[src/rtl/mt_pkg.sv]
// Shared constants for the match timer: register addresses and mode codes.
package mt_pkg;
    localparam int A_CTRL   = 0;
    localparam int A_PRESC  = 1;
    localparam int A_MCTL   = 2;
    localparam int A_FLAGS  = 3;
    localparam int A_MATCH0 = 4;

    localparam logic [1:0] MODE_UP     = 2'b00;
    localparam logic [1:0] MODE_DOWN   = 2'b01;
    localparam logic [1:0] MODE_CENTER = 2'b10;
endpackage

[src/rtl/mt_prescale.sv]
// Prescale divider. Counts 0..limit while run is high, and pulses tick on the
// wrap cycle. Assumes clear has priority and restarts the divider from 0.
module mt_prescale #(
    parameter int PRE_W = 8
) (
    input  logic             clk,
    input  logic             rst_n,
    input  logic             run,
    input  logic             clear,
    input  logic [PRE_W-1:0] limit,
    output logic             tick
);
    logic [PRE_W-1:0] pc_q;

    assign tick = run && (pc_q >= limit);

    // Advance the divider, wrap at the limit.
    always_ff @(posedge clk) begin
        if (!rst_n || clear) pc_q <= '0;
        else if (tick)       pc_q <= '0;
        else if (run)        pc_q <= pc_q + 1'b1;
    end
endmodule

[src/rtl/mt_match_bank.sv]
// Compares the count with every match value on a step and turns the hits into
// flag-set, restart and stop requests. Assumes the last channel is the period
// channel, whose restart is masked in down mode with dead-band on.
module mt_match_bank
    import mt_pkg::*;
#(
    parameter int NUM_CH = 3,
    parameter int CNT_W  = 16
) (
    input  logic                         tick,
    input  logic [CNT_W-1:0]             count,
    input  logic [NUM_CH-1:0][CNT_W-1:0] match_val,
    input  logic [3*NUM_CH-1:0]          ctl,
    input  logic [1:0]                   mode,
    input  logic                         deadband,
    output logic [NUM_CH-1:0]            flag_set,
    output logic                         any_rst,
    output logic                         any_stop
);
    logic [NUM_CH-1:0] hit, rst_ok, stop_ok;

    for (genvar k = 0; k < NUM_CH; k++) begin : g_ch
        // Per-channel compare and action qualification.
        assign hit[k]      = tick && (count == match_val[k]);
        assign flag_set[k] = hit[k] && ctl[3*k];
        assign stop_ok[k]  = ctl[3*k+2];
        if (k == NUM_CH - 1) begin : g_period
            assign rst_ok[k] = ctl[3*k+1] && !(deadband && mode == MODE_DOWN);
        end else begin : g_plain
            assign rst_ok[k] = ctl[3*k+1];
        end
    end

    assign any_rst  = |(hit & rst_ok);
    assign any_stop = |(hit & stop_ok);
endmodule

[src/rtl/mt_counter.sv]
// Timer count register with up, down and up/down stepping. Assumes load wins
// over a step, and restart wins over stop for the value taken.
module mt_counter
    import mt_pkg::*;
#(
    parameter int CNT_W = 16
) (
    input  logic             clk,
    input  logic             rst_n,
    input  logic [1:0]       mode,
    input  logic             deadband,
    input  logic             tick,
    input  logic             any_rst,
    input  logic             any_stop,
    input  logic [CNT_W-1:0] period,
    input  logic             load,
    input  logic [CNT_W-1:0] load_val,
    output logic [CNT_W-1:0] count
);
    logic             up_q;
    logic [CNT_W-1:0] rst_val;

    // Restart value depends on mode and dead-band.
    assign rst_val = (mode == MODE_DOWN && deadband) ? period : '0;

    // Update count and up/down direction.
    always_ff @(posedge clk) begin
        if (!rst_n) begin
            count <= '0;
            up_q  <= 1'b1;
        end else if (load) begin
            count <= load_val;
            up_q  <= 1'b1;
        end else if (tick) begin
            if (any_rst) begin
                count <= rst_val;
                up_q  <= 1'b1;
            end else if (!any_stop) begin
                case (mode)
                    MODE_DOWN: count <= count - 1'b1;
                    MODE_CENTER: begin
                        if (up_q && count == period) begin
                            count <= count - 1'b1;
                            up_q  <= 1'b0;
                        end else if (!up_q && count == '0) begin
                            count <= count + 1'b1;
                            up_q  <= 1'b1;
                        end else if (up_q) begin
                            count <= count + 1'b1;
                        end else begin
                            count <= count - 1'b1;
                        end
                    end
                    default: count <= count + 1'b1;
                endcase
            end
        end
    end
endmodule

[src/rtl/match_timer16.sv]
// Top of the match timer: register file, prescaler, match bank and counter,
// plus the PWM pair. Assumes software writes take effect at the next edge and
// a hardware stop wins over a same-cycle write of the run bit.
module match_timer16
    import mt_pkg::*;
#(
    parameter  int NUM_CH = 3,
    parameter  int CNT_W  = 16,
    parameter  int PRE_W  = 8,
    localparam int ADDR_W = $clog2(NUM_CH + 5)
) (
    input  logic              clk,
    input  logic              rst_n,
    input  logic              wr_en,
    input  logic [ADDR_W-1:0] addr,
    input  logic [31:0]       wdata,
    output logic [31:0]       rdata,
    output logic              irq,
    output logic              pwm_out,
    output logic              pwm_n
);
    localparam int CTL_W   = 3 * NUM_CH;
    localparam int A_COUNT = A_MATCH0 + NUM_CH;

    logic                         cen_q, db_q;
    logic [1:0]                   mode_q;
    logic [PRE_W-1:0]             presc_q;
    logic [CTL_W-1:0]             mctl_q;
    logic [NUM_CH-1:0]            flag_q, flag_set, ie_vec;
    logic [NUM_CH-1:0][CNT_W-1:0] match_q;
    logic [CNT_W-1:0]             count;
    logic                         tick, any_rst, any_stop, cnt_wr, pwm_force;
    logic                         wr_ctrl, wr_presc, wr_mctl, wr_flags;
    logic                         unused_wbits;

    assign wr_ctrl  = wr_en && addr == ADDR_W'(A_CTRL);
    assign wr_presc = wr_en && addr == ADDR_W'(A_PRESC);
    assign wr_mctl  = wr_en && addr == ADDR_W'(A_MCTL);
    assign wr_flags = wr_en && addr == ADDR_W'(A_FLAGS);
    assign cnt_wr   = wr_en && addr == ADDR_W'(A_COUNT);
    assign unused_wbits = ^wdata;

    // Software-visible configuration and sticky flags.
    always_ff @(posedge clk) begin
        if (!rst_n) begin
            cen_q   <= 1'b0;
            db_q    <= 1'b0;
            mode_q  <= MODE_UP;
            presc_q <= '0;
            mctl_q  <= '0;
            flag_q  <= '0;
            match_q <= '0;
        end else begin
            if (wr_ctrl) begin
                mode_q <= wdata[2:1];
                db_q   <= wdata[3];
            end
            if (tick && any_stop) cen_q <= 1'b0;
            else if (wr_ctrl)     cen_q <= wdata[0];
            if (wr_presc) presc_q <= wdata[PRE_W-1:0];
            if (wr_mctl)  mctl_q  <= wdata[CTL_W-1:0];
            flag_q <= (flag_q & ~(wr_flags ? wdata[NUM_CH-1:0] : '0)) | flag_set;
            for (int k = 0; k < NUM_CH; k++) begin
                if (wr_en && addr == ADDR_W'(A_MATCH0 + k)) match_q[k] <= wdata[CNT_W-1:0];
            end
        end
    end

    for (genvar k = 0; k < NUM_CH; k++) begin : g_ie
        assign ie_vec[k] = mctl_q[3*k];
    end

    mt_prescale #(.PRE_W(PRE_W)) u_pre (
        .clk(clk), .rst_n(rst_n), .run(cen_q), .clear(cnt_wr),
        .limit(presc_q), .tick(tick)
    );

    mt_match_bank #(.NUM_CH(NUM_CH), .CNT_W(CNT_W)) u_bank (
        .tick(tick), .count(count), .match_val(match_q), .ctl(mctl_q),
        .mode(mode_q), .deadband(db_q), .flag_set(flag_set),
        .any_rst(any_rst), .any_stop(any_stop)
    );

    mt_counter #(.CNT_W(CNT_W)) u_cnt (
        .clk(clk), .rst_n(rst_n), .mode(mode_q), .deadband(db_q), .tick(tick),
        .any_rst(any_rst), .any_stop(any_stop), .period(match_q[NUM_CH-1]),
        .load(cnt_wr), .load_val(wdata[CNT_W-1:0]), .count(count)
    );

    // Outputs: interrupt and PWM pair with forced-low complement.
    assign irq       = |(flag_q & ie_vec);
    assign pwm_force = (mode_q == MODE_CENTER) && db_q && mctl_q[3*(NUM_CH-1)+1];
    assign pwm_out   = count < match_q[0];
    assign pwm_n     = !pwm_out && !pwm_force;

    // Combinational register read mux.
    always_comb begin
        rdata = '0;
        if (addr == ADDR_W'(A_CTRL))  rdata[3:0] = {db_q, mode_q, cen_q};
        if (addr == ADDR_W'(A_PRESC)) rdata[PRE_W-1:0] = presc_q;
        if (addr == ADDR_W'(A_MCTL))  rdata[CTL_W-1:0] = mctl_q;
        if (addr == ADDR_W'(A_FLAGS)) rdata[NUM_CH-1:0] = flag_q;
        for (int k = 0; k < NUM_CH; k++) begin
            if (addr == ADDR_W'(A_MATCH0 + k)) rdata[CNT_W-1:0] = match_q[k];
        end
        if (addr == ADDR_W'(A_COUNT)) rdata[CNT_W-1:0] = count;
    end
endmodule

[config.mk]
export PLATFORM = sky130hd
export DESIGN_NAME = match_timer16
export DESIGN_NICKNAME = d
export VERILOG_FILES = /design/src/rtl/mt_pkg.sv /design/src/rtl/mt_prescale.sv /design/src/rtl/mt_match_bank.sv /design/src/rtl/mt_counter.sv /design/src/rtl/match_timer16.sv
export SDC_FILE = /design/constraint.sdc
export NUM_CORES = 1
export LEC_CHECK = 0
export BUFFER_PORTS_ARGS = -buffer_cell sky130_fd_sc_hd__buf_2
export CAP_MARGIN = 20
export CORE_MARGIN = 2
export CORE_UTILIZATION = 65
export DETAILED_ROUTE_END_ITERATION = 8
export PLACE_DENSITY_LB_ADDON = 0.08
export SETUP_SLACK_MARGIN = 0.4
export SLEW_MARGIN = 20
export SYNTH_ARGS = -nofsm -noshare
export SYNTH_HDL_FRONTEND = slang
export SYNTH_HIERARCHICAL = 1
export SYNTH_SLANG_ARGS = --single-unit
[constraint.sdc]
create_clock -name clk -period 7.2 [get_ports clk]
set_input_delay 1.08 -clock clk [delete_from_list [all_inputs] [get_ports clk]]
set_output_delay 1.08 -clock clk [all_outputs]
set_load 0.1 [all_outputs]
==> results.py <==
metrics = {
    "floorplanning": {
        "ioPinCount": 73,
        "die_y_um": 109,
        "dieWidth_um": 109,
        "core_mm2": 0.0108,
        "placement_rows": 38,
        "start_util_pct": 66.4,
        "die_area_mm2": 0.0119,
    },
    "synthesis": {
        "synth_warnings": 6,
        "synth_area_leaders": "dfxtp_1 (27%), nand2_1 (8.7%), xnor2_1 (5.2%), ha_1 (5.0%), a21boi_0 (4.4%)",
        "async_flop_share_pct": 0,
        "syn_inst": 875,
        "synth-seq-area-share_pct": 27.0,
        "synth_area_per_cell_um2": 8.22,
        "synth_top_area_share_pct": 27.0,
        "yosys.cell_types.count": 71,
        "yosys_most_used_dff": "dfxtp_1",
        "synth_area_mm2": 0.00719,
        "ys_ff_latch": 97,
        "synth-edff-count": 0,
        "yosysTopAreaCell": "dfxtp_1",
    },
    "timing": {
        "fin_crit_sh_pct": 65.6,
        "finalSetupViolations": 0,
        "max_freq_mhz": 212,
        "drv_slew": 0,
        "grt_setup_unrepaired": "false",
        "clock-skew-final_ps": 11.8,
        "relSlewSlack_pct": 43.6,
        "hold_viol_final": 0,
        "fin_crit_ps": 4720,
        "final.setup.tns_ps": 0,
        "setup_ws_ps": 2480,
        "max_slew.worst_pin.slew_ps": 845,
    },
    "routing": {
        "drc": 0,
        "finalWirelength_um": 21400,
        "antenna_left": 0,
        "dr.pass1.iters": 5,
        "avgRoutedWirePerCell_um": 20.9,
        "drtIter0Drc": 853,
        "vias": 6730,
        "vias_per_cell": 6.59,
    },
    "critical_path": {
        "crit_start": "presc_q[6]$_SDFFE_PN0P_",
        "critPathCapture": "u_cnt/count[3]$_SDFFE_PN0P_",
        "crit_arrival_ps": 5010,
        "r2r_start": "presc_q[6]$_SDFFE_PN0P_",
        "r2r_cells": 17,
        "critPathTopFamily": "simple AND/OR/NAND/NOR gates",
        "crit_path_end_kind": "flop",
        "cp_cell_sequence": "inv_1 > ha_1 > and3_4 > o2111a_1 > a22o_1 > nand2_1 > nor4_1 > o2111a_1 > a221o_2 > inv_1 > a21boi_0 > buf_4 > nand2_1 > nor2_1 > o41ai_1 > a211oi_1 > nor3_1",
        "path_buf_inv": 3,
        "cp_data_required_time_ps": 7480,
        "slowest_stage": "nor4_1",
        "r2r_setup_slack_ps": 2480,
        "start_kind": "flop",
        "max_stage_delay_ps": 610,
        "crit_fanout": 16,
        "crit_type": "flop to flop",
        "cp.depth": 17,
        "r2r-end": "u_cnt/count[3]$_SDFFE_PN0P_",
    },
    "cts": {
        "cts_buffers": 9,
        "cts_sinks": 97,
        "postCtsSetupRepairBufs": 0,
        "clk-insertion-delay-late_ps": 400,
        "clk_path_buf_depth": 2,
        "htree_levels": 3,
        "cts_tree": "done",
        "cts-hold-fix-buffers": 0,
        "cts_resized": 0,
        "path_clk_slew_ps": 100,
        "cts_root_buffer": "clkbuf_8",
    },
    "global_route": {
        "grt_max_degree": 90,
        "grt_pass1_vias": 6154,
        "grt_pass1_wl_um": 33100,
        "antenna_found_initial": 0,
        "grt_overflow": 0,
        "grt_use_total_pct": 36.5,
    },
    "placed_design": {
        "place_congestion": 0.984,
        "pre_cts_ws_ps": 2730,
        "placed_cells": 1006,
        "portBuffers": 40,
        "hpwl_um": 15300,
    },
    "finish": {
        "fin_cells": 1022,
        "layout-drive-gt1-share_pct": 12.1,
        "final_common_cell": "nand2_1",
        "nets": 944,
        "areaGrowthSynthToFinish_pct": 3.90,
        "layout_common_cells": "nand2_1 (166), dfxtp_1 (97), inv_1 (46)",
        "diodes": 0,
    },
    "min_path": {
        "hp-class": "flop to flop",
    },
    "power": {
        "p_leak_nw": 2.90,
        "total_power_w": 0.00130,
        "vdd_drop_max_mv": 0.165,
        "pwr_density_cell_mw_per_mm2": 174,
    },
    "status": {
        "status": "complete, no violations",
    },
    "run": {
        "maxCapViolCount": 0,
    },
}
## registers in the layout (all words and copies together), names as in the netlist
name / cells
db_q: 1
presc_q: 8
match_q: 48
mode_q: 2
u_pre/pc_q: 8
mctl_q: 9
flag_q: 3
u_cnt/count: 16
cen_q: 1
u_cnt/up_q: 1
## layout make-up
class	count	area, um^2
fill	945	3370
multi-input combinational	678	4730
timing repair buffer	45	238
clock inverter	5	62.6
inverter	46	173
tap	140	175
sequential	97	1940
clock buffer	11	151
## cells by family (layout without fill, tap and decap cells)
family                   count (synthesis)  after routing  synth area share (%)
AO/OA/AOI/OAI                          195            195                  20.3
other                                    1             16                0.0521
XOR/XNOR                                78             78                  9.50
flip-flops                              97             97                  27.0
buffers and inverters                  115            107                  8.09
adder cells (fa/ha/maj)                 29             29                  5.04
AND/OR/NAND/NOR                        331            331                  23.5
multiplexers                            29             29                  6.56
## power by group
group	leakage (nW)	total [W]	switching [W]	internal (W)
sequential	0.785	0.000581	0.0000326	0.000549
clock	0.102	0.000395	0.000213	0.000181
combinational	2.01	0.000326	0.000228	0.0000980
total	2.90	0.00130	0.000474	0.000828
## worst min-delay path by stage
stage	to	cells past startpoint	from	slack [ps]
6_report	match_q[24]$_SDFFE_PN0P_	2	match_q[24]$_SDFFE_PN0P_	490
5_1_grt	match_q[19]$_SDFFE_PN0P_	2	match_q[19]$_SDFFE_PN0P_	520
4_1_cts	match_q[24]$_SDFFE_PN0P_	2	match_q[24]$_SDFFE_PN0P_	490
3_5_place_dp	match_q[24]$_SDFFE_PN0P_	2	match_q[24]$_SDFFE_PN0P_	480
3_3_place_gp	match_q[25]$_SDFFE_PN0P_	2	match_q[25]$_SDFFE_PN0P_	470
2_1_floorplan	mctl_q[1]$_SDFFE_PN0P_	2	mctl_q[1]$_SDFFE_PN0P_	450
## worst register-to-register path: stages (launching register included)
cell and delay, ps:
dfxtp_1 400, inv_1 70, ha_1 300, and3_4 180, o2111a_1 180, a22o_1 230
nand2_1 70, nor4_1 610, o2111a_1 300, a221o_2 280, inv_1 210, a21boi_0 210
buf_4 240, nand2_1 290, nor2_1 510, o41ai_1 180, a211oi_1 280, nor3_1 70
## metrics by stage
step | area, um^2 | utilization (%) | hold WS [ps]
finish | 7470 | 69.0 | 491
floorplan | 7250 | - | 449
detailed placement | 7260 | 67.0 | 479
global placement | 7250 | 66.9 | 473
global route | 7470 | 69.0 | 523
CTS | 7470 | 69.0 | 492
## metal layers
layer | share of wire (%) | global-route usage [%] | vias up
met3 | 9.5 | 6.99 | 67
met4 | 3.5 | 14.6 | 0
met1 | 42 | 51.1 | 3238
li1 | - | - | 3069
met2 | 45 | 55.3 | 356
met5 | 0 | 0 | -
## synthesized netlist by cell type (12+ instances only)
cell type,instances
a21boi_0,42
mux4_2,14
a221oi_1,12
xnor2_1,43
nand3_1,15
a21boi_1,24
and3_1,14
or3_1,12
a21oi_1,24
buf_2,23
inv_1,46
nor3_1,22
nand4_1,16
xor2_1,35
nor2_1,27
o21ai_0,21
nand2_1,166
buf_4,20
clkbuf_1,18
ha_1,29
dfxtp_1,97
Power figures use the tool's default switching activity.
